File: src/rtl/stack_ptr_unit.sv
module stack_ptr_unit #(
  parameter int DW = 8
) (
  input  logic            clk,
  input  logic            rst_n,
  input  logic            push_i,
  input  logic            pull_i,
  input  logic            tsy_i,
  input  logic            tys_i,
  input  logic [DW-1:0]   y_i,
  output logic [2*DW-1:0] stk_addr_o,
  output logic [2*DW-1:0] sp_o,
  output logic            word_mode_o,
  output logic            y_wr_o,
  output logic [DW-1:0]   y_wdata_o,
  input  logic            ind_start_i,
  input  logic [DW-1:0]   disp_i,
  output logic            mem_rd_o,
  output logic [2*DW-1:0] mem_addr_o,
  input  logic [DW-1:0]   mem_rdata_i,
  output logic            busy_o,
  output logic            done_o,
  output logic [2*DW-1:0] ea_o
);
  localparam int AW = 2 * DW;

  typedef enum logic [2:0] {S_IDLE, S_LO, S_HI, S_FIN, S_DONE} st_t;

  logic [DW-1:0] sph, spl;
  logic          wmode;
  logic [AW-1:0] sp, sp_inc, sp_dec, base_nxt, ptr_hi_addr;
  logic          xfer, step_dn, step_up;

  st_t           st;
  logic [AW-1:0] base, ea;
  logic          bmode;
  logic [DW-1:0] ylat, lo;

  assign sp     = {sph, spl};
  assign sp_inc = wmode ? sp + 1'b1 : {sph, spl + 1'b1};
  assign sp_dec = wmode ? sp - 1'b1 : {sph, spl - 1'b1};

  assign xfer    = tys_i | tsy_i;
  assign step_dn = push_i & ~pull_i & ~xfer;
  assign step_up = pull_i & ~push_i & ~xfer;

  always_ff @(posedge clk or negedge rst_n) begin
    if (!rst_n) begin
      sph   <= DW'(1);
      spl   <= '1;
      wmode <= 1'b0;
    end else if (tys_i) begin
      sph   <= y_i;
      wmode <= 1'b1;
    end else if (tsy_i) begin
      wmode <= 1'b0;
    end else if (step_dn) begin
      {sph, spl} <= sp_dec;
    end else if (step_up) begin
      {sph, spl} <= sp_inc;
    end
  end

  assign sp_o        = sp;
  assign word_mode_o = wmode;
  assign stk_addr_o  = pull_i ? sp_inc : sp;
  assign y_wr_o      = tsy_i & ~tys_i;
  assign y_wdata_o   = sph;

  assign base_nxt    = wmode ? sp + {{DW{1'b0}}, disp_i} : {sph, spl + disp_i};
  assign ptr_hi_addr = bmode ? base + 1'b1 : {base[AW-1:DW], base[DW-1:0] + 1'b1};

  always_ff @(posedge clk or negedge rst_n) begin
    if (!rst_n) begin
      st    <= S_IDLE;
      base  <= '0;
      bmode <= 1'b0;
      ylat  <= '0;
      lo    <= '0;
      ea    <= '0;
    end else begin
      unique case (st)
        S_IDLE: if (ind_start_i) begin
          base  <= base_nxt;
          bmode <= wmode;
          ylat  <= y_i;
          st    <= S_LO;
        end
        S_LO:   st <= S_HI;
        S_HI: begin
          lo <= mem_rdata_i;
          st <= S_FIN;
        end
        S_FIN: begin
          ea <= {mem_rdata_i, lo} + {{DW{1'b0}}, ylat};
          st <= S_DONE;
        end
        S_DONE: st <= S_IDLE;
        default: st <= S_IDLE;
      endcase
    end
  end

  assign mem_rd_o   = (st == S_LO) | (st == S_HI);
  assign mem_addr_o = (st == S_HI) ? ptr_hi_addr : base;
  assign busy_o     = st != S_IDLE;
  assign done_o     = st == S_DONE;
  assign ea_o       = ea;

  AST_TYS_WORD: assert property (@(posedge clk) disable iff (!rst_n)
    tys_i |=> (word_mode_o && sp_o[AW-1:DW] == $past(y_i)));
  AST_TSY_PAGE: assert property (@(posedge clk) disable iff (!rst_n)
    (tsy_i && !tys_i) |=> !word_mode_o);
  AST_PAGE_HOLD: assert property (@(posedge clk) disable iff (!rst_n)
    (!word_mode_o && !tys_i && (push_i || pull_i)) |=> $stable(sp_o[AW-1:DW]));
  AST_BOTH_HOLD: assert property (@(posedge clk) disable iff (!rst_n)
    (push_i && pull_i && !xfer) |=> $stable(sp_o));
  AST_PAGE_WRAP: assert property (@(posedge clk) disable iff (!rst_n)
    (st == S_HI && !bmode) |-> mem_addr_o[AW-1:DW] == $past(mem_addr_o[AW-1:DW]));
  AST_WORD_CARRY: assert property (@(posedge clk) disable iff (!rst_n)
    (st == S_HI && bmode) |-> mem_addr_o == AW'($past(mem_addr_o) + 1'b1));
  AST_DONE_PULSE: assert property (@(posedge clk) disable iff (!rst_n)
    done_o |=> !done_o);
  AST_NO_RESTART: assert property (@(posedge clk) disable iff (!rst_n)
    (busy_o && !done_o) |=> busy_o);
endmodule

File: config.mk
export PLATFORM = sky130hd
export DESIGN_NAME = stack_ptr_unit
export DESIGN_NICKNAME = d
export VERILOG_FILES = /design/src/rtl/stack_ptr_unit.sv
export SDC_FILE = /design/constraint.sdc
export NUM_CORES = 1
export LEC_CHECK = 0
export BUFFER_PORTS_ARGS = -buffer_cell sky130_fd_sc_hd__buf_2
export CORE_AREA = 2 2 129 131
export DETAILED_ROUTE_END_ITERATION = 7
export DIE_AREA = 0 0 131 133
export HOLD_SLACK_MARGIN = 0.15
export PLACE_DENSITY_LB_ADDON = 0.15
export SLEW_MARGIN = 10
export SYNTH_ARGS = -nofsm -noshare
export SYNTH_HDL_FRONTEND = slang
export SYNTH_SLANG_ARGS = --single-unit
export TNS_END_PERCENT = 1
File: constraint.sdc
create_clock -name clk -period 2.4 [get_ports clk]
set_input_delay 0.6 -clock clk [delete_from_list [all_inputs] [get_ports clk]]
set_output_delay 0.6 -clock clk [all_outputs]
set_load 0.05 [all_outputs]
==> run metrics, run 1 <==
FFs w/ async S/R, synth 1.00; DP HPWL 11000 um; Vias around 4300; Final #Nets 742; Routed WL per cell 15.2 um; failing checks negative setup slack; CTS tree built; vias in the first global route about 4300; fin. max-slew vios 0; Most Frequent Cell on Critical Path nand4_1; Ports 108; Setup violations, final 23; GPL Wtd Cong approximately 0.87; Root Buffer clkbuf_16; Crit path arrival time roughly 2.1 ns; Yosys top cell by area dfrtp_1; Seq/Total Area, Yosys 0.370; Pleak 0.00299 uW; Worst EP required approximately 1.8 ns; Setup Skew 0.00843 ns; die area approximately 17000 sq um; starting DRC count in detailed routing 105; n_diodes 0; Seq cells post-synth just under 70; CTS sink count around 70; PwrDens between 1000 and 1500 nW/um^2; ys flop type dfrtp_1; outcome finished with violations; type of element launching the critical path flop; Net Count, Synth between 500 and 600; clock slew at reported path FFs around 0.060 ns; all-layer global routing usage 0.166; Ys Warns 0; crit path cell chain ha_4, nand4_1, nor2_4, nand4_1, xnor2_4, buf_6; vias per std cell about 4.7; num rows 47; Critical Path End Type output pin; mapped cell area roughly 4700 sq um; Core ar. 16200 sq um; IO Port Bufs about 110; maxcap violations 0; Mapped Cells 545; Die W 131 um; Slew headroom 0.675; global-route wire length before repair roughly 22000 um; kind of cell adding the most delay to the critical path flip-flops; most common cell after layout, fill and taps aside nand2_1; synth-to-layout area growth 39.2%; Chip Height approximately 130 um; fin worst setup slack -0.296 ns; synthesized area per cell about 8.6 sq um; worst skew pair latency 0.34 ns; largest net degree at the start of global routing 40; DRC errors left 0; hold crit path type in -> async; most frequent cells in the layout nand2_1, buf_2, buf_4, dfrtp_1, o21ai_0; Max Clk Rate between 300 and 400 MHz; hold-fix buffers at CTS 0; setup repair after global routing missed its margin true; Max stage delay cell, worst path dfstp_4; Initial Util 0.291; total power ~8800 uW; Synth cell types between 50 and 60; crit-path max FO 5; number of synthesized flops with an enable pin 0; crit path kind reg -> out; fin crit share 1.12; TritonRoute pass-1 iters 4; grt total ovfl 0; top cell type's share of synthesized area 0.319; Max IR drop VDD about 0.00048 V; final hold viol count 0; fraction of layout cells with a size suffix above 1 0.364; H-Tree Level Count 3; min Tclk post-route around 2.7 ns; CTS buffer count 9; most area-consuming cells after synthesis dfrtp_1, nand2_1, xnor2_1; hold slack 0.225 ns; DRT antenna net count 0; Slew @ Worst Pin 0.488 ns; DRT Wirelength ~14000 um; deepest clock path buffer count 2; slowest stage delay, CP ~0.63 ns; buffers plus inverters on the worst setup path 1; initial antenna violation count 0
==> layer usage <==
layer	global-route usage	vias up	wire length, um
met1	0.228	2020	6630
met3	0.0356	14	527
met4	0.0414	0	144
li1	-	2152	-
met5	0	-	0
met2	0.266	79	6610
==> final timing paths <==
path	start	endpoint	slack [ns]	cells after the start
worst max-delay path	spl[1]$_DFFE_PN1P_	stk_addr_o[12]	-0.30	6
worst min-delay path	rst_n	base[6]$_DFFE_PN0P_	0.22	1
worst max register to register	spl[1]$_DFFE_PN1P_	base[14]$_DFFE_PN0P_	0.04	10
worst min register to register	ea_o[14]$_DFFE_PN0P_	ea_o[14]$_DFFE_PN0P_	0.47	2
max in group asynchronous	rst_n	ea_o[14]$_DFFE_PN0P_	1.53	2
min in group clk	ea_o[14]$_DFFE_PN0P_	ea_o[14]$_DFFE_PN0P_	0.47	2
==> synth_stat cells, types with 3 or more instances <==
| library cell | n |
|---|---|
| nand2_1 | 107 |
| dfrtp_1 | 60 |
| o21ai_0 | 41 |
| xnor2_1 | 41 |
| xor2_1 | 32 |
| nor2_1 | 31 |
| a21oi_1 | 22 |
| ha_1 | 19 |
| nand3_1 | 19 |
| clkbuf_1 | 18 |
| nand4_1 | 13 |
| inv_1 | 11 |
| buf_4 | 10 |
| dfstp_2 | 9 |
| mux2_2 | 9 |
| nor3_1 | 9 |
| a21o_1 | 7 |
| a31oi_1 | 6 |
| o211ai_1 | 6 |
| o22ai_1 | 6 |
| and3_1 | 5 |
| nor2b_1 | 5 |
| a22oi_1 | 4 |
| and2_1 | 4 |
| buf_2 | 4 |
| nor4_1 | 4 |
| a211oi_1 | 3 |
| nand2b_1 | 3 |
==> area by class of cell <==
type | instances | area [sq um]
Clock buffer | 12 | 246
Clock inverter | 4 | 47.5
Fill cell | 1686 | 9630
Inverter | 11 | 41.3
Multi-Input combinational cell | 429 | 3050
Sequential cell | 69 | 1740
Tap cell | 220 | 275
Timing Repair Buffer | 170 | 1140
==> through the flow <==
stage | util | instances | area, sq um | TNS (ns) | worst slack [ns]
final | 0.405 | 915 | 6540 | -3.90 | -0.296
after global routing | 0.405 | 915 | 6540 | -7.00 | -0.428
after detailed placement | 0.371 | 898 | 6000 | -0.223 | -0.0744
after CTS | 0.401 | 914 | 6480 | -5.08 | -0.378
after global placement | 0.371 | 898 | 6000 | -0.162 | -0.0859
after floorplan | - | 545 | 4910 | -4.12 | -0.234
==> where the power goes <==
part	switching (uW)	leakage (uW)	internal, uW	total (uW)
clock network	504	0.000143	830	1330
registers	417	0.000827	1700	2120
logic	3440	0.00202	1870	5310
total	4360	0.00299	4390	8760
==> sequential cells by signal (all words and copies together) (netlist names), 3 cells and up <==
name / flops
lo: 8
ea_o: 16
ylat: 8
spl: 8
base: 16
st: 3
y_wdata_o: 8
==> cells by family after synthesis <==
kind of cell / synth area share
xor gates and xnor gates: 0.136
buffers and inverters: 0.0500
AOI/OAI and AO/OA: 0.138
adders and majority gates: 0.0591
and+or+nand+nor: 0.220
DFF: 0.370
muxes: 0.0269
==> repair_timing <==
item / in CTS / in global routing
pin swaps: 9 / 7
endpoints found under the setup margin: 30 / 37
buffers inserted: 0 / 1
gates resized for setup: 53 / 15
(Power assumes the default switching activity.)
==> run 2, diff against run 1 <==
--- a/config.mk
+++ b/config.mk
@@ -11,6 +11,7 @@
 export DIE_AREA = 0 0 131 133
 export HOLD_SLACK_MARGIN = 0.15
 export PLACE_DENSITY_LB_ADDON = 0.15
+export SETUP_SLACK_MARGIN = 0.2
 export SLEW_MARGIN = 10
 export SYNTH_ARGS = -nofsm -noshare
 export SYNTH_HDL_FRONTEND = slang
==> constraint.sdc (replaced) <==
create_clock -name clk -period 2.4 [get_ports clk]
set_input_delay 0.36 -clock clk [delete_from_list [all_inputs] [get_ports clk]]
set_output_delay 0.36 -clock clk [all_outputs]
set_load 0.05 [all_outputs]
==> run 2 against run 1 <==
Against the previous run: the run still ends with negative setup slack left; sequential power is 2% higher; non-clock buffer count fell by 16; critical path type unchanged; final cell count down 1.7%; highest routed layer unchanged.
==> run metrics, run 2 (same netlist as run 1, synthesis figures left out) <==
hold crit path type in -> reg; die area 17400 sq um (unchanged); buffers plus inverters on the worst setup path 1 (unchanged); min Tclk post-route 2.45 ns (-0.245 ns); Design Area, Final 6460 sq um (-1.2%); PwrDens 1350 nW/um^2 (+1.2%); crit-path max FO 4 (-1); clock slew at reported path FFs 0.06 ns (about the same); crit path cell chain ha_4, nand4_1, nor2_2, nand2_1, nor2_4, xor2_4, buf_6; M1 GR Usage 0.226 (-0.00160); fin. max-slew vios 0 (unchanged); Core ar. 16200 sq um (unchanged); Die W 131 um (unchanged); vias in the first global route 4150 (-2.7%); slowest stage delay, CP 0.65 ns (+0.02 ns); type of element launching the critical path flop; setup repair after global routing missed its margin true; Setup violations, final 7 (-70%); final hold viol count 0 (unchanged); Worst EP required 2.04 ns (+0.24 ns); vias per std cell 4.74 (+1.7%); DRC errors left 0 (unchanged); largest net degree at the start of global routing 40 (unchanged); GPL Wtd Cong 0.835 (-3.8%); global-route wire length before repair 22000 um (-1.8%); all-layer global routing usage 0.163 (-0.00286); Routed WL per cell 15.4 um (+0.98%); num rows 47 (unchanged); starting DRC count in detailed routing 173 (+65%); grt total ovfl 0 (unchanged); outcome finished with violations; Crit path arrival time 2.09 ns (about the same); TritonRoute pass-1 iters 4 (unchanged); dpl cell area 5750 sq um (-4.2%); fin worst setup slack -0.0506 ns (+0.245 ns); DRT Wirelength 13800 um (-0.78%); deepest clock path buffer count 2 (unchanged); Final #Nets 726 (-2.2%); CTS buffer count 9 (unchanged); final core occ 0.400 (-0.00495); Root Buffer clkbuf_16; CTS tree built; synth-to-layout area growth 37.5%; most frequent cells in the layout nand2_1, buf_2, dfrtp_1, buf_4, o21ai_0; Slew @ Worst Pin 0.502 ns (+0.0147 ns); crit path kind reg -> out; initial antenna violation count 0 (unchanged); Slew headroom 0.665 (-0.00978); Chip Height 133 um (unchanged); DRT antenna net count 0 (unchanged); H-Tree Level Count 3 (unchanged); Critical Path End Type output pin; busiest grt layer met2; IO Port Bufs 107 (unchanged); DP HPWL 10600 um (-3.4%); M2 GR Usage 0.255 (-0.0109); worst skew pair latency 0.34 ns (about the same); most common cell after layout, fill and taps aside nand2_1; CTS sink count 69 (unchanged); failing checks negative setup slack; Max stage delay cell, worst path dfstp_4; fraction of layout cells with a size suffix above 1 0.362 (-0.00173); Initial Util 0.291 (unchanged); n_diodes 0 (unchanged); Ports 108 (unchanged); met3 Track Usage GR 0.0344 (-0.00121); Max IR drop VDD 0.000615 V (+28%); fin crit share 1.02 (-0.102); kind of cell adding the most delay to the critical path flip-flops; Setup Skew 0.00995 ns (+0.00152 ns); Vias 4260 (-0.12%); maxcap violations 0 (unchanged); Max Clk Rate 408 MHz (+10%); Pleak 0.00290 uW (-2.9%)
-- run 2: cell count changes in the layout (fill, tap and decap cells not counted), sizes merged --
| cell | delta |
|---|---|
| buf | -16 |
| clkbuf | -2 |
| clkinv | -1 |
| clkinvlp | +1 |
| dlygate4sd3 | +1 |
| inv | +1 |
-- run 2: per-layer routing --
layer / up-vias / share of wire
met5: - / 0
met4: 0 / 0.013
met3: 16 / 0.039
met2: 91 / 0.47
met1: 2017 / 0.48
li1: 2136 / -
-- run 2: through the flow --
stage / hold slack [ns] / worst slack [ns] / std cells / power [uW] / setup TNS [ns]
3_5_place_dp: 0.358 / -0.0310 / 874 / 7010 / -0.0462
3_3_place_gp: 0.356 / 0.0458 / 874 / 6960 / 0
4_1_cts: 0.225 / -0.0839 / 898 / 8700 / -0.546
5_1_grt: 0.233 / -0.183 / 899 / 9360 / -1.93
2_1_floorplan: 0.0644 / -0.0797 / 545 / 5790 / -0.543
6_report: 0.243 / -0.0506 / 899 / 8750 / -0.256
-- run 2: final cells by class --
class                   count  area (sq um)
fillers                  1694          9710
clock inverters             5          58.8
repair buffers            154          1020
multi-input cells         429          3080
inverters                  11          41.3
clock buffers              11           243
well taps                 220           275
flip-flops and latches     69          1740
-- run 2: final timing paths --
kind | start | to | slack [ns] | cells past startpoint
min in group asynchronous | rst_n | st[2]$_DFFE_PN0P_ | 0.53 | 2
worst max register to register | spl[0]$_DFFE_PN1P_ | base[14]$_DFFE_PN0P_ | 0.08 | 9
max in group asynchronous | rst_n | spl[6]$_DFFE_PN1P_ | 1.19 | 3
worst min register to register | ea_o[13]$_DFFE_PN0P_ | ea_o[13]$_DFFE_PN0P_ | 0.47 | 2
worst max-delay path | spl[1]$_DFFE_PN1P_ | stk_addr_o[14] | -0.05 | 7
worst min-delay path | y_i[7] | ylat[7]$_DFFE_PN0P_ | 0.24 | 3
-- run 2: worst min-delay path, delay by kind of cell --
family,cells,cell delay [ns]
buffers and inverters,1,0.10
and+or+nand+nor,2,0.09
-- run 2: timing repair --
action,CTS,global route
buffers inserted,7,1
hold buffers,1,0
hold endpoints to repair,16,0
pin swaps,18,15
gates resized for setup,63,29
setup endpoints to repair,36,44
-- run 2: power by group --
| group | switching [uW] | total, uW | internal (uW) |
|---|---|---|---|
| Sequential | 460 | 2160 | 1700 |
| Combinational | 3420 | 5230 | 1810 |
| Clock | 527 | 1360 | 835 |
==> run 3, diff against run 2 <==
--- a/config.mk
+++ b/config.mk
@@ -10,6 +10,7 @@
 export DETAILED_ROUTE_END_ITERATION = 7
 export DIE_AREA = 0 0 131 133
 export HOLD_SLACK_MARGIN = 0.15
+export MAX_ROUTING_LAYER = met4
 export PLACE_DENSITY_LB_ADDON = 0.15
 export SETUP_SLACK_MARGIN = 0.2
 export SLEW_MARGIN = 10
==> run 3 against run 2 <==
Against the previous run: the flow still finishes with violations (negative setup slack); clock-buffer cell count stayed put; sequential share of layout area unchanged; largest power group unchanged; highest routed layer unchanged; fmax about the same.
==> run metrics, run 3 (same netlist as run 1, synthesis figures left out) <==
maxcap violations 0 (unchanged); setup repair after global routing missed its margin true; Psw 4400 uW (-0.12%); fraction of layout cells with a size suffix above 1 0.362 (unchanged); Max IR drop VDD 0.000616 V (about the same); vias per std cell 4.72 (-0.31%); Max Clk Rate 408 MHz (about the same); Critical Path End Type output pin; Slew @ Worst Pin 0.499 ns (-0.00334 ns); final hold viol count 0 (unchanged); hold slack 0.245 ns (+0.00266 ns); die area 17400 sq um (unchanged); Die W 131 um (unchanged); IO Port Bufs 107 (unchanged); Routed WL per cell 15.3 um (-0.11%); Setup Skew 0.00868 ns (-0.00127 ns); H-Tree Level Count 3 (unchanged); Ports 108 (unchanged); n_diodes 0 (unchanged); largest net degree at the start of global routing 40 (unchanged); min Tclk post-route 2.45 ns (+0.000682 ns); Vias 4247 (-0.31%); Final #Nets 726 (unchanged); dpl cell area 5750 sq um (unchanged); CTS tree built; clock slew at reported path FFs 0.06 ns (about the same); crit path kind reg -> out; Pint 4340 uW (about the same); vias in the first global route 4149 (-0.024%); synth-to-layout area growth 37.5% (unchanged); DP HPWL 10600 um (unchanged); most common cell after layout, fill and taps aside nand2_1; Worst EP required 2.04 ns (about the same); fin worst setup slack -0.0513 ns (-0.000682 ns); global-route wire length before repair 22000 um (about the same); DRT antenna net count 0 (unchanged); hold crit path type in -> reg; starting DRC count in detailed routing 178 (+2.9%); Flop pwr share 0.247 (about the same); Root Buffer clkbuf_16; non-filler instance count after layout 899 (unchanged); Max stage delay cell, worst path dfstp_4; Slew headroom 0.667 (+0.00223); crit-path max FO 4 (unchanged); Crit path arrival time 2.09 ns (about the same); crit path cell chain ha_4, nand4_1, nor2_2, nand2_1, nor2_4, xor2_4, buf_6; Chip Height 133 um (unchanged); Core ar. 16200 sq um (unchanged); all-layer global routing usage 0.168 (+0.00496); Design Area, Final 6460 sq um (unchanged); grt total ovfl 0 (unchanged); fin. max-slew vios 0 (unchanged); worst skew pair latency 0.34 ns (about the same); CTS sink count 69 (unchanged); Net Sw Frac 0.504 (about the same); Initial Util 0.291 (unchanged); deepest clock path buffer count 2 (unchanged); PwrDens 1350 nW/um^2 (about the same); most frequent cells in the layout nand2_1, buf_2, dfrtp_1, buf_4, o21ai_0; DRC errors left 0 (unchanged); initial antenna violation count 0 (unchanged); DRT Wirelength 13800 um (-0.11%); slowest stage delay, CP 0.65 ns (about the same); TritonRoute pass-1 iters 4 (unchanged); GPL Wtd Cong 0.848 (+1.5%); Placed Cells 874 (unchanged); combinational power share 0.598 (about the same); Setup violations, final 7 (unchanged); num rows 47 (unchanged); outcome finished with violations; fin crit share 1.02 (about the same); CTS buffer count 9 (unchanged); failing checks negative setup slack; Pleak 0.00290 uW (unchanged); Clock Power Share 0.155 (about the same); type of element launching the critical path flop
run 3: cell counts in the layout (fill, tap and decap cells not counted):
Identical to the previous run, type by type.
run 3: power groups by stage:
stage / clock, uW / combinational (uW) / sequential, uW
final: 1360 / 5230 / 2160
after global routing: 1450 / 5670 / 2240
after CTS: 1390 / 5150 / 2150
after detailed placement: 0 / 4840 / 2180
after global placement: 0 / 4810 / 2150
after floorplan: 0 / 3050 / 2740
run 3: repair_timing:
action | CTS | global route
pin swaps | 18 | 15
hold buffers | 1 | 0
hold endpoints to repair | 16 | 0
buffers inserted | 7 | 1
endpoints found under the setup margin | 36 | 44
resized for setup | 63 | 29
run 3: worst max-delay path: cells and delay by family, from the launching register on:
kind          cells  cell delay, ns
flops             1            0.65
buf+inv           1            0.17
fa+ha+maj         1            0.13
simple gates      4            0.64
xor+xnor          1            0.16
run 3: per-layer routing:
layer | vias up | track usage | routed length [um]
li1 | 2134 | - | -
met1 | 1998 | 0.228 | 6540
met2 | 97 | 0.255 | 6470
met3 | 18 | 0.0328 | 603
met4 | 0 | 0.0485 | 180
met5 | - | - | 0
run 3: cell type report:
cell class,instances,area (sq um)
clock buffers,11,243
flip-flops and latches,69,1740
well taps,220,275
repair buffers,154,1020
fillers,1694,9710
multi-input cells,429,3080
clock inverters,5,58.8
inverters,11,41.3
run 3: through the flow:
stage | power, uW | utilization | setup WS (ns) | TNS, ns
after floorplan | 5790 | - | -0.0797 | -0.543
after global placement | 6960 | 0.355 | 0.0458 | 0
after detailed placement | 7010 | 0.355 | -0.0310 | -0.0462
after CTS | 8700 | 0.392 | -0.0839 | -0.546
after global routing | 9360 | 0.400 | -0.183 | -1.93
final | 8750 | 0.400 | -0.0513 | -0.252
run 3: path summary, 6_finish.rpt:
path / cells past startpoint / slack, ns / end / start
setup / recovery: 7 / -0.05 / stk_addr_o[14] / spl[1]$_DFFE_PN1P_
hold reg to reg: 2 / 0.47 / ea_o[13]$_DFFE_PN0P_ / ea_o[13]$_DFFE_PN0P_
max in group asynchronous: 3 / 1.19 / spl[6]$_DFFE_PN1P_ / rst_n
setup reg to reg: 9 / 0.08 / base[14]$_DFFE_PN0P_ / spl[0]$_DFFE_PN1P_
hold / removal: 3 / 0.25 / ylat[7]$_DFFE_PN0P_ / y_i[7]
min in group asynchronous: 2 / 0.53 / st[1]$_DFFE_PN0P_ / rst_n
